--- config.mk ---
export PLATFORM = sky130hd
export DESIGN_NAME = barrel_issue_sched
export DESIGN_NICKNAME = d
export VERILOG_FILES = /design/src/rtl/bts_pkg.sv /design/src/rtl/bts_thread_state.sv /design/src/rtl/bts_cooldown.sv /design/src/rtl/bts_rotation.sv /design/src/rtl/barrel_issue_sched.sv
export SDC_FILE = /design/constraint.sdc
export NUM_CORES = 1
export LEC_CHECK = 0
export ABC_CLOCK_PERIOD_IN_PS = 5940
export BUFFER_PORTS_ARGS = -buffer_cell sky130_fd_sc_hd__buf_2
export CORE_MARGIN = 3
export CORE_UTILIZATION = 56
export CTS_BUF_LIST = sky130_fd_sc_hd__clkbuf_2 sky130_fd_sc_hd__clkbuf_4 sky130_fd_sc_hd__clkbuf_8
export CTS_CLUSTER_DIAMETER = 100
export CTS_CLUSTER_SIZE = 16
export DETAILED_ROUTE_END_ITERATION = 16
export PLACE_DENSITY = 0.79
export RECOVER_POWER = 25
export SETUP_SLACK_MARGIN = 0.3
export SLEW_MARGIN = 0
export SYNTH_ARGS = -nofsm -noshare
export SYNTH_HDL_FRONTEND = slang
export SYNTH_HIERARCHICAL = 1
export SYNTH_SLANG_ARGS = --single-unit
--- constraint.sdc ---
create_clock -name clk -period 5.94 [get_ports clk]
set_input_delay 1.188 -clock clk [delete_from_list [all_inputs] [get_ports clk]]
set_output_delay 1.188 -clock clk [all_outputs]
set_load 0.05 [all_outputs]
--- src/rtl/bts_pkg.sv ---
package bts_pkg;

  localparam int VEC_W = 32;

  // index of the lowest set bit at or above 'start'; VEC_W when none
  function automatic int lowest_from(logic [VEC_W-1:0] v, int start);
    int idx;
    idx = VEC_W;
    for (int i = VEC_W - 1; i >= 0; i--) begin
      if (v[i] && i >= start) idx = i;
    end
    return idx;
  endfunction

  // mask with bits at and above 'start' set
  function automatic logic [VEC_W-1:0] at_or_above(int start);
    logic [VEC_W-1:0] m;
    for (int i = 0; i < VEC_W; i++) m[i] = (i >= start);
    return m;
  endfunction

  // saturating increment of a small counter
  function automatic int sat_inc(int v, int limit);
    return (v >= limit) ? limit : v + 1;
  endfunction

endpackage

--- src/rtl/bts_thread_state.sv ---
module bts_thread_state #(
  parameter int NUM_THREADS = 8
) (
  input  logic                   clk,
  input  logic                   rst_n,
  input  logic [NUM_THREADS-1:0] thr_en,
  input  logic [NUM_THREADS-1:0] sleep_req,
  input  logic [NUM_THREADS-1:0] wake_evt,
  input  logic [NUM_THREADS-1:0] fast_mode,
  output logic [NUM_THREADS-1:0] en_q,
  output logic [NUM_THREADS-1:0] sleep_q,
  output logic [NUM_THREADS-1:0] fast_q,
  output logic [NUM_THREADS-1:0] elig
);

  for (genvar t = 0; t < NUM_THREADS; t++) begin : g_thr
    logic sleep_d;
    // an event wins over a simultaneous request; disabling clears sleep
    assign sleep_d = thr_en[t] & ~wake_evt[t] & (sleep_q[t] | sleep_req[t]);

    always_ff @(posedge clk or negedge rst_n) begin
      if (!rst_n) begin
        en_q[t]    <= 1'b0;
        sleep_q[t] <= 1'b0;
        fast_q[t]  <= 1'b0;
      end else begin
        en_q[t]    <= thr_en[t];
        sleep_q[t] <= sleep_d;
        fast_q[t]  <= fast_mode[t];
      end
    end

    assign elig[t] = en_q[t] & (~sleep_q[t] | fast_q[t]);
  end

endmodule

--- src/rtl/bts_cooldown.sv ---
module bts_cooldown #(
  parameter int NUM_THREADS = 8,
  parameter int MIN_ROUND   = 4,
  parameter int TID_W       = 3
) (
  input  logic                   clk,
  input  logic                   rst_n,
  input  logic                   issue_vld,
  input  logic [TID_W-1:0]       issue_tid,
  output logic [NUM_THREADS-1:0] busy
);

  localparam int CW = (MIN_ROUND > 2) ? $clog2(MIN_ROUND) : 1;
  localparam logic [CW-1:0] RELOAD = CW'(MIN_ROUND - 1);

  for (genvar t = 0; t < NUM_THREADS; t++) begin : g_cool
    logic [CW-1:0] cnt;
    logic          hit;
    assign hit = issue_vld && (int'(issue_tid) == t);

    always_ff @(posedge clk or negedge rst_n) begin
      if (!rst_n)           cnt <= '0;
      else if (hit)         cnt <= RELOAD;
      else if (cnt != '0)   cnt <= cnt - 1'b1;
    end

    assign busy[t] = (cnt != '0);
  end

endmodule

--- src/rtl/bts_rotation.sv ---
module bts_rotation
  import bts_pkg::*;
#(
  parameter int NUM_THREADS = 8,
  parameter int MIN_ROUND   = 4,
  parameter int TID_W       = 3
) (
  input  logic                   clk,
  input  logic                   rst_n,
  input  logic [NUM_THREADS-1:0] elig,
  input  logic [NUM_THREADS-1:0] busy,
  output logic                   issue_vld,
  output logic [TID_W-1:0]       issue_tid,
  output logic                   pad_slot,
  output logic                   round_wrap
);

  localparam int PW = $clog2(NUM_THREADS + 1);
  localparam int SW = $clog2(MIN_ROUND + 1);

  logic [PW-1:0]    ptr_q;
  logic [SW-1:0]    slot_q;
  logic [VEC_W-1:0] elig_w;
  logic [VEC_W-1:0] ahead;
  logic             any_elig, has_ahead, round_full, head_vld;
  int               head_idx;

  always_comb begin
    elig_w     = VEC_W'(elig);
    ahead      = elig_w & at_or_above(int'(ptr_q));
    any_elig   = |elig;
    has_ahead  = |ahead;
    round_full = int'(slot_q) >= MIN_ROUND;
    round_wrap = any_elig && !has_ahead && round_full;
    head_vld   = has_ahead || round_wrap;
    head_idx   = has_ahead ? lowest_from(ahead, 0) : lowest_from(elig_w, 0);
    if (head_idx >= NUM_THREADS) head_idx = 0;
    issue_vld  = head_vld && !busy[head_idx];
    issue_tid  = TID_W'(head_idx);
    pad_slot   = any_elig && !issue_vld;
  end

  always_ff @(posedge clk or negedge rst_n) begin
    if (!rst_n) begin
      ptr_q  <= '0;
      slot_q <= '0;
    end else if (any_elig) begin
      if (issue_vld) begin
        ptr_q  <= PW'(head_idx + 1);
        slot_q <= round_wrap ? SW'(1) : SW'(sat_inc(int'(slot_q), MIN_ROUND));
      end else if (round_wrap) begin
        ptr_q  <= '0;
        slot_q <= SW'(1);
      end else begin
        slot_q <= SW'(sat_inc(int'(slot_q), MIN_ROUND));
      end
    end
  end

endmodule

--- src/rtl/barrel_issue_sched.sv ---
module barrel_issue_sched #(
  parameter int NUM_THREADS = 8,
  parameter int MIN_ROUND   = 4,
  parameter int TID_W       = (NUM_THREADS > 1) ? $clog2(NUM_THREADS) : 1
) (
  input  logic                   clk,
  input  logic                   rst_n,
  input  logic [NUM_THREADS-1:0] thr_en,
  input  logic [NUM_THREADS-1:0] sleep_req,
  input  logic [NUM_THREADS-1:0] wake_evt,
  input  logic [NUM_THREADS-1:0] fast_mode,
  output logic                   issue_vld,
  output logic [TID_W-1:0]       issue_tid,
  output logic                   pad_slot,
  output logic                   poll_slot
);

  logic [NUM_THREADS-1:0] en_vec, sleep_vec, fast_vec, elig_vec, busy_vec;
  logic                   round_wrap;

  bts_thread_state #(.NUM_THREADS(NUM_THREADS)) u_state (
    .clk(clk), .rst_n(rst_n),
    .thr_en(thr_en), .sleep_req(sleep_req), .wake_evt(wake_evt), .fast_mode(fast_mode),
    .en_q(en_vec), .sleep_q(sleep_vec), .fast_q(fast_vec), .elig(elig_vec)
  );

  bts_cooldown #(.NUM_THREADS(NUM_THREADS), .MIN_ROUND(MIN_ROUND), .TID_W(TID_W)) u_cool (
    .clk(clk), .rst_n(rst_n),
    .issue_vld(issue_vld), .issue_tid(issue_tid), .busy(busy_vec)
  );

  bts_rotation #(.NUM_THREADS(NUM_THREADS), .MIN_ROUND(MIN_ROUND), .TID_W(TID_W)) u_rot (
    .clk(clk), .rst_n(rst_n),
    .elig(elig_vec), .busy(busy_vec),
    .issue_vld(issue_vld), .issue_tid(issue_tid), .pad_slot(pad_slot),
    .round_wrap(round_wrap)
  );

  assign poll_slot = issue_vld && sleep_vec[issue_tid];

endmodule

# After elaboration in Yosys (flattened, before gate mapping)
# Index checks and enable logic that the tools add are counted.
# word_totals
wordCells,232
output_inout_bits,6
register_bits,47
in_bits,34
# classes
add_sub_neg,10
reduce_logical,38
eq_ne,7
bitwise_logic,57
order_cmp,19
muxes,67
# ops
op,count
$mux 32,40
$reduce_bool 2->1,17
$and 8x32->32,1
$ge 32x5->1 const B,1
$lt 32x5->1 const B,1
$mux 2,16
$reduce_or 32->1,1
$ge 4x4->1 const A,7
$and 1x1->1,24
$ge 3x4->1 const A,4
$not 1->1,16
$or 1x1->1,16
$sub 2x1->2 const B,8
$logic_and 1x1->1,13
$eq 3x3->1 const B,4
$mux 6,2
$ge 1x4->1 const A,2
$ge 2x4->1 const A,2
$mux 4,2
$reduce_or 8->1,1
$bmux 1 s3,2
$eq 3x2->1 const B,2
$mux 3,2
$add 4x2->4 const B,1
other kinds (9),13

# Logic depth before layout (Yosys ltp)
# logic_depth
ltp_word,46
ltp_mapped,13
ltp_nobuf,13

# By module
# Netlist, hierarchy kept.
# modules_own_cells
mod,area_per_inst_um2,seq_area_each_um2,n_inst,cells_each
bts_cooldown,873.3,400.4,1,90
bts_rotation,854.6,175.2,1,105
bts_thread_state,820.8,600.6,1,56
barrel_issue_sched,71.3,0.0,1,7

# Least setup slack after synthesis
# OpenSTA, ideal clock, no wires.
# synth_timing
path_kind,register to output
startpoint,register u_state.fast_q[0]
endpoint,output port poll_slot
t_arrival_ns,4.635
path_buffers,0
t_required_ns,4.752
slack_ns,0.117
stages_incl_launch_ff,13
path_cell_list,dfrtp_1 > inv_1 > a21boi_0 > nor2b_1 > o21ai_2 > o2111ai_1 > o311a_1 > nor2_2 > mux2i_1 > a2bb2oi_4 > inv_1 > o31ai_1 > a311oi_1
# synth_between
elab_chain_len,13
elab_cells_between_ends,22
cone_classes,order compare (1); mux (9); bitwise (3); reduce/logical (9)
# synth_lines
item,line,text
from (decl),bts_thread_state.sv:12,"output logic [NUM_THREADS-1:0] fast_q,"
"from (signal, indexed assignment)",bts_thread_state.sv:29,fast_q[t] <= fast_mode[t];
$or 1x1->1 (*),bts_thread_state.sv:33,assign elig[t] = en_q[t] & (~sleep_q[t] | fast_q[t]);
$and 1x1->1 (*),bts_thread_state.sv:33,
via elig_vec[0],barrel_issue_sched.sv:18,"logic [NUM_THREADS-1:0] en_vec, sleep_vec, fast_vec, elig_vec, busy_vec;"
$and 8x32->32,bts_rotation.sv:30,ahead = elig_w & at_or_above(int'(ptr_q));
$reduce_or 32->1 or $mux 32 (tied branches),"bts_rotation.sv:32, bts_pkg.sv:10",
$mux 32 (*),bts_rotation.sv:36,"head_idx = has_ahead ? lowest_from(ahead, 0) : lowest_from(elig_w, 0);"
$ge 32x5->1,bts_rotation.sv:37,if (head_idx >= NUM_THREADS) head_idx = 0;
$mux 32 (*),bts_rotation.sv:37,
via issue_tid[0],barrel_issue_sched.sv:13,"output logic [TID_W-1:0] issue_tid,"
$bmux 1 s3 (*),bts_rotation.sv:38,issue_vld = head_vld && !busy[head_idx];
$mux 1 (implied by the code) (*) (2 in a row),bts_rotation.sv:38,
$logic_not 1->1 (*),bts_rotation.sv:38,
$logic_and 1x1->1 (*),bts_rotation.sv:38,
via issue_vld,barrel_issue_sched.sv:12,"output logic issue_vld,"
$logic_and 1x1->1 (*),barrel_issue_sched.sv:39,assign poll_slot = issue_vld && sleep_vec[issue_tid];
to (decl),barrel_issue_sched.sv:15,output logic poll_slot
# The timed path passes the listed nets; every way through them passes the cells marked *. The select of a mux whose other input is x is not followed.

# Worst setup path in the final report
# layout_timing
startpoint,register u_state.sleep_q[0]
endpoint,output port poll_slot
# layout_between
elab_chain_len,14
elab_cells_between_ends,23
cone_classes,order compare (1); mux (9); bitwise (4); reduce/logical (9)
# layout_lines
item,line,text
from (decl),bts_thread_state.sv:11,"output logic [NUM_THREADS-1:0] sleep_q,"
"from (signal, indexed assignment)",bts_thread_state.sv:28,sleep_q[t] <= sleep_d;
$not 1->1 (*),bts_thread_state.sv:33,
$or 1x1->1 (*),bts_thread_state.sv:33,
$and 1x1->1 (*),bts_thread_state.sv:33,
via elig_vec[0],barrel_issue_sched.sv:18,
$and 8x32->32,bts_rotation.sv:30,
$reduce_or 32->1 or $mux 32 (tied branches),"bts_rotation.sv:32, bts_pkg.sv:10",
$mux 32,bts_rotation.sv:36,
$ge 32x5->1,bts_rotation.sv:37,
$mux 32,bts_rotation.sv:37,
$bmux 1 s3,bts_rotation.sv:38,
$mux 1 (implied by the code) (2 in a row),bts_rotation.sv:38,
$logic_not 1->1,bts_rotation.sv:38,
$logic_and 1x1->1,bts_rotation.sv:38,
$logic_and 1x1->1 (*),barrel_issue_sched.sv:39,
# Marked as above.

==> out/metrics.cfg <==
[critical_path]
endpoint_kind=primary output
worst-path-stages=12
critPathKind=flip-flop to primary output
reg2reg_depth=11
crit_fanout=14
reg2reg_from=u_state/sleep_q[0]
cp_common_cell=inv_1
arrival_ps=3880
required_ps=4750
rrSetupSlack_ps=2380
slowest_stage=a21boi_0
crit_family=compound AO/OA/AOI/OAI gates
critPathMaxStageDelay_ps=620
path_buf_inv=3
cp-start-kind=flip-flop
rr_endpoint=u_cool/g_cool[0].cnt[1]
path_cells=a21boi_0, nor2b_1, o21ai_2, nand2_1, o21bai_1, inv_1, nor4_2, a2bb2oi_4, inv_1, o31ai_1, a311oi_2, buf_2

[synthesis]
async_flop_share_pct=100
synth_top_cell_area_share_pct=44.9
yosysWarnings=6
yosysSeqAreaShare_pct=44.9
synth_simple_gate_area_share_pct=19.2
synthDistinctLibCells=61
netlist_area_um2=2620
synthCells=258
synth_nets=303
synthXorXnorAreaFrac_pct=2.67
synth_compound_area_share_pct=18.1
synth_ff_type=dfrtp_1
synth_area_leaders=dfrtp_1, inv_1, ha_1
synth_top_family_by_area=simple AND/OR/NAND/NOR gates
synth_edf_count=0
synth.avg_cell_area_um2=10.2
synth_top_area_cell=dfrtp_1
synth_mux_area_share_pct=3.15
synth-adder-area-share_pct=5.25
synth_common_cells=dfrtp_1, inv_1, nand2_1
ys_seq_elements=47
yosysMostFrequentCell=dfrtp_1

[placed_design]
gp_congestion=0.973
dp_hpwl_um=3710
place_area_um2=2900
portBuffers=39

[routing]
wl_per_cell_um=13.6
drc=0
vias=1962
avgViaCountPerCell=5.48
wl_met2_um=2240
drtPass1Iterations=4
maxUsedRoutingLayer=met4
drt_iter0_drc=107
wl_met3_um=232
ant_nets=0
drt-total-wl_um=4880
drt-met1-wl_um=2290

[worst_hold_path]
whs_path_depth=2
min_to=u_cool/g_cool[4].cnt[1]
hp-class=flip-flop to flip-flop
min_from=u_cool/g_cool[4].cnt[1]

[pwr]
power_w=0.00180
power_frac_clock_pct=10.9
peakVddDrop_v=0.000331
seqPwrFrac_pct=27.5
power_switching_w=0.000858
swShare_pct=47.8
power_density_nw_per_um2=604
p_int_w=0.000939
p_leak_nw=1.47
pwr-share-comb_pct=61.6

[grt]
grt_first_pass_wirelength_um=8620
grt.overflow.total=0
globalRouteTotalUtil_pct=20.5
antenna_found_initial=0
grt_max_degree=48
grt_pass1_vias=1922

[sta]
finalSetupViolations=0
clock_skew_ps=6.81
fmax_mhz=197
rsz0062_at_grt=no
min_period_ps=5060
tightest_slew_ps=1000
slew_headroom_pct=33.1
fin_setup_tns_ps=0
finalHoldViolCount=0
finalCritPeriodShare_pct=85.3
slew_violations=0

[finish]
area_delta_synth_final_pct=13.5
n_antenna_cell=0
fin_area_um2=2970
drive_gt1_share_pct=22.2
utilization_pct=66.9
multi_input_area_um2=1260
register_area_um2=1180
nets=350
fill_cells=377

[cts]
clk_pin_slew_ps=90
cts.sinks=47
ctsHoldBuffers=0
clock_latency_ps=300
cts_setup_buffers=0
cts_tree=done
post_cts_resize_count=0
cts_buffer_depth=2
cts_buffers=5
clock-root-buffer=clkbuf_8
cts_htree_levels=2

[floorplanning]
initial_utilization_pct=59.0
coreArea_um2=4440
die_y_um=74.4
ios=40
die_w_um=74.4
rows=24
dieArea_um2=5540

[outcome]
status=complete, no violations

[flow_run]
drv_cap=0

-- registers in the layout, summed over array words and instances, names as in the netlist --
name	flops
u_state/fast_q	8
u_cool/g_cool.cnt	16
u_state/en_q	8
u_state/sleep_q	8
u_rot/slot_q	3
u_rot/ptr_q	4
-- worst max-delay path by stage --
| stage | to | from |
|---|---|---|
| floorplan | poll_slot | u_state/fast_q[0] |
| global placement | poll_slot | u_state/sleep_q[0] |
| detailed placement | poll_slot | u_state/sleep_q[0] |
| CTS | poll_slot | u_state/sleep_q[0] |
| global route | poll_slot | u_state/sleep_q[0] |
| finish | poll_slot | u_state/sleep_q[0] |
-- cells by family after synthesis --
family / after synthesis
flops: 47
fa+ha+maj: 11
mux: 6
xor+xnor: 8
simple gates: 81
buf+inv: 45
compound gates: 60
-- cells in the final DEF, fill, tap and decap left out, drive strengths merged, types with 4 or more instances in the layout --
cell type,Yosys,routed
inv,42,43
dfrtp,47,47
nor2b,4,4
xor2,8,8
buf,2,41
o21ai,11,11
a21boi,12,12
ha,11,11
o211ai,8,8
nor3b,9,9
nand2,24,24
a21oi,7,7
nor2,17,17
clkbuf,0,7
-- per-stage QoR --
| step | hold WS [ps] | setup WS (ps) | cells |
|---|---|---|---|
| after floorplan | 459 | 565 | 258 |
| after global placement | 472 | 1330 | 350 |
| after detailed placement | 480 | 1250 | 350 |
| after CTS | 499 | 873 | 358 |
| after global routing | 523 | 425 | 358 |
| final | 492 | 875 | 358 |
-- final cells by class --
cell class	count	share of cell area, %
flip-flops and latches	47	39.6
clock inverters	2	0.547
inverters	43	5.43
well taps	52	2.19
clock buffers	6	2.57
multi-input cells	166	42.4
repair buffers	42	7.28
-- layer usage --
layer	global-route usage [%]	up-vias
li1	-	994
met1	27.1	910
met2	31.9	48
met3	4.05	10
met4	10.9	0
met5	0	-
-- worst reg2reg max path, stage by stage (launching register included) --
cell and delay (ps):
dfrtp_1 390, a21boi_0 620, nor2b_1 270, o21ai_2 120
nand2_1 110, o21bai_1 150, inv_1 280, nor4_2 530
a2bb2oi_4 130, inv_1 270, or4b_4 540, o211ai_2 90
-- power by group through the flow --
stage	clock, W	combinational, W	sequential (W)
after CTS	0.000205	0.00111	0.000493
after global routing	0.000218	0.00123	0.000507
after global placement	0	0.00107	0.000498
final	0.000196	0.00111	0.000493
after detailed placement	0	0.00110	0.000499
after floorplan	0	0.000897	0.000470
(Power assumes the default switching activity.)
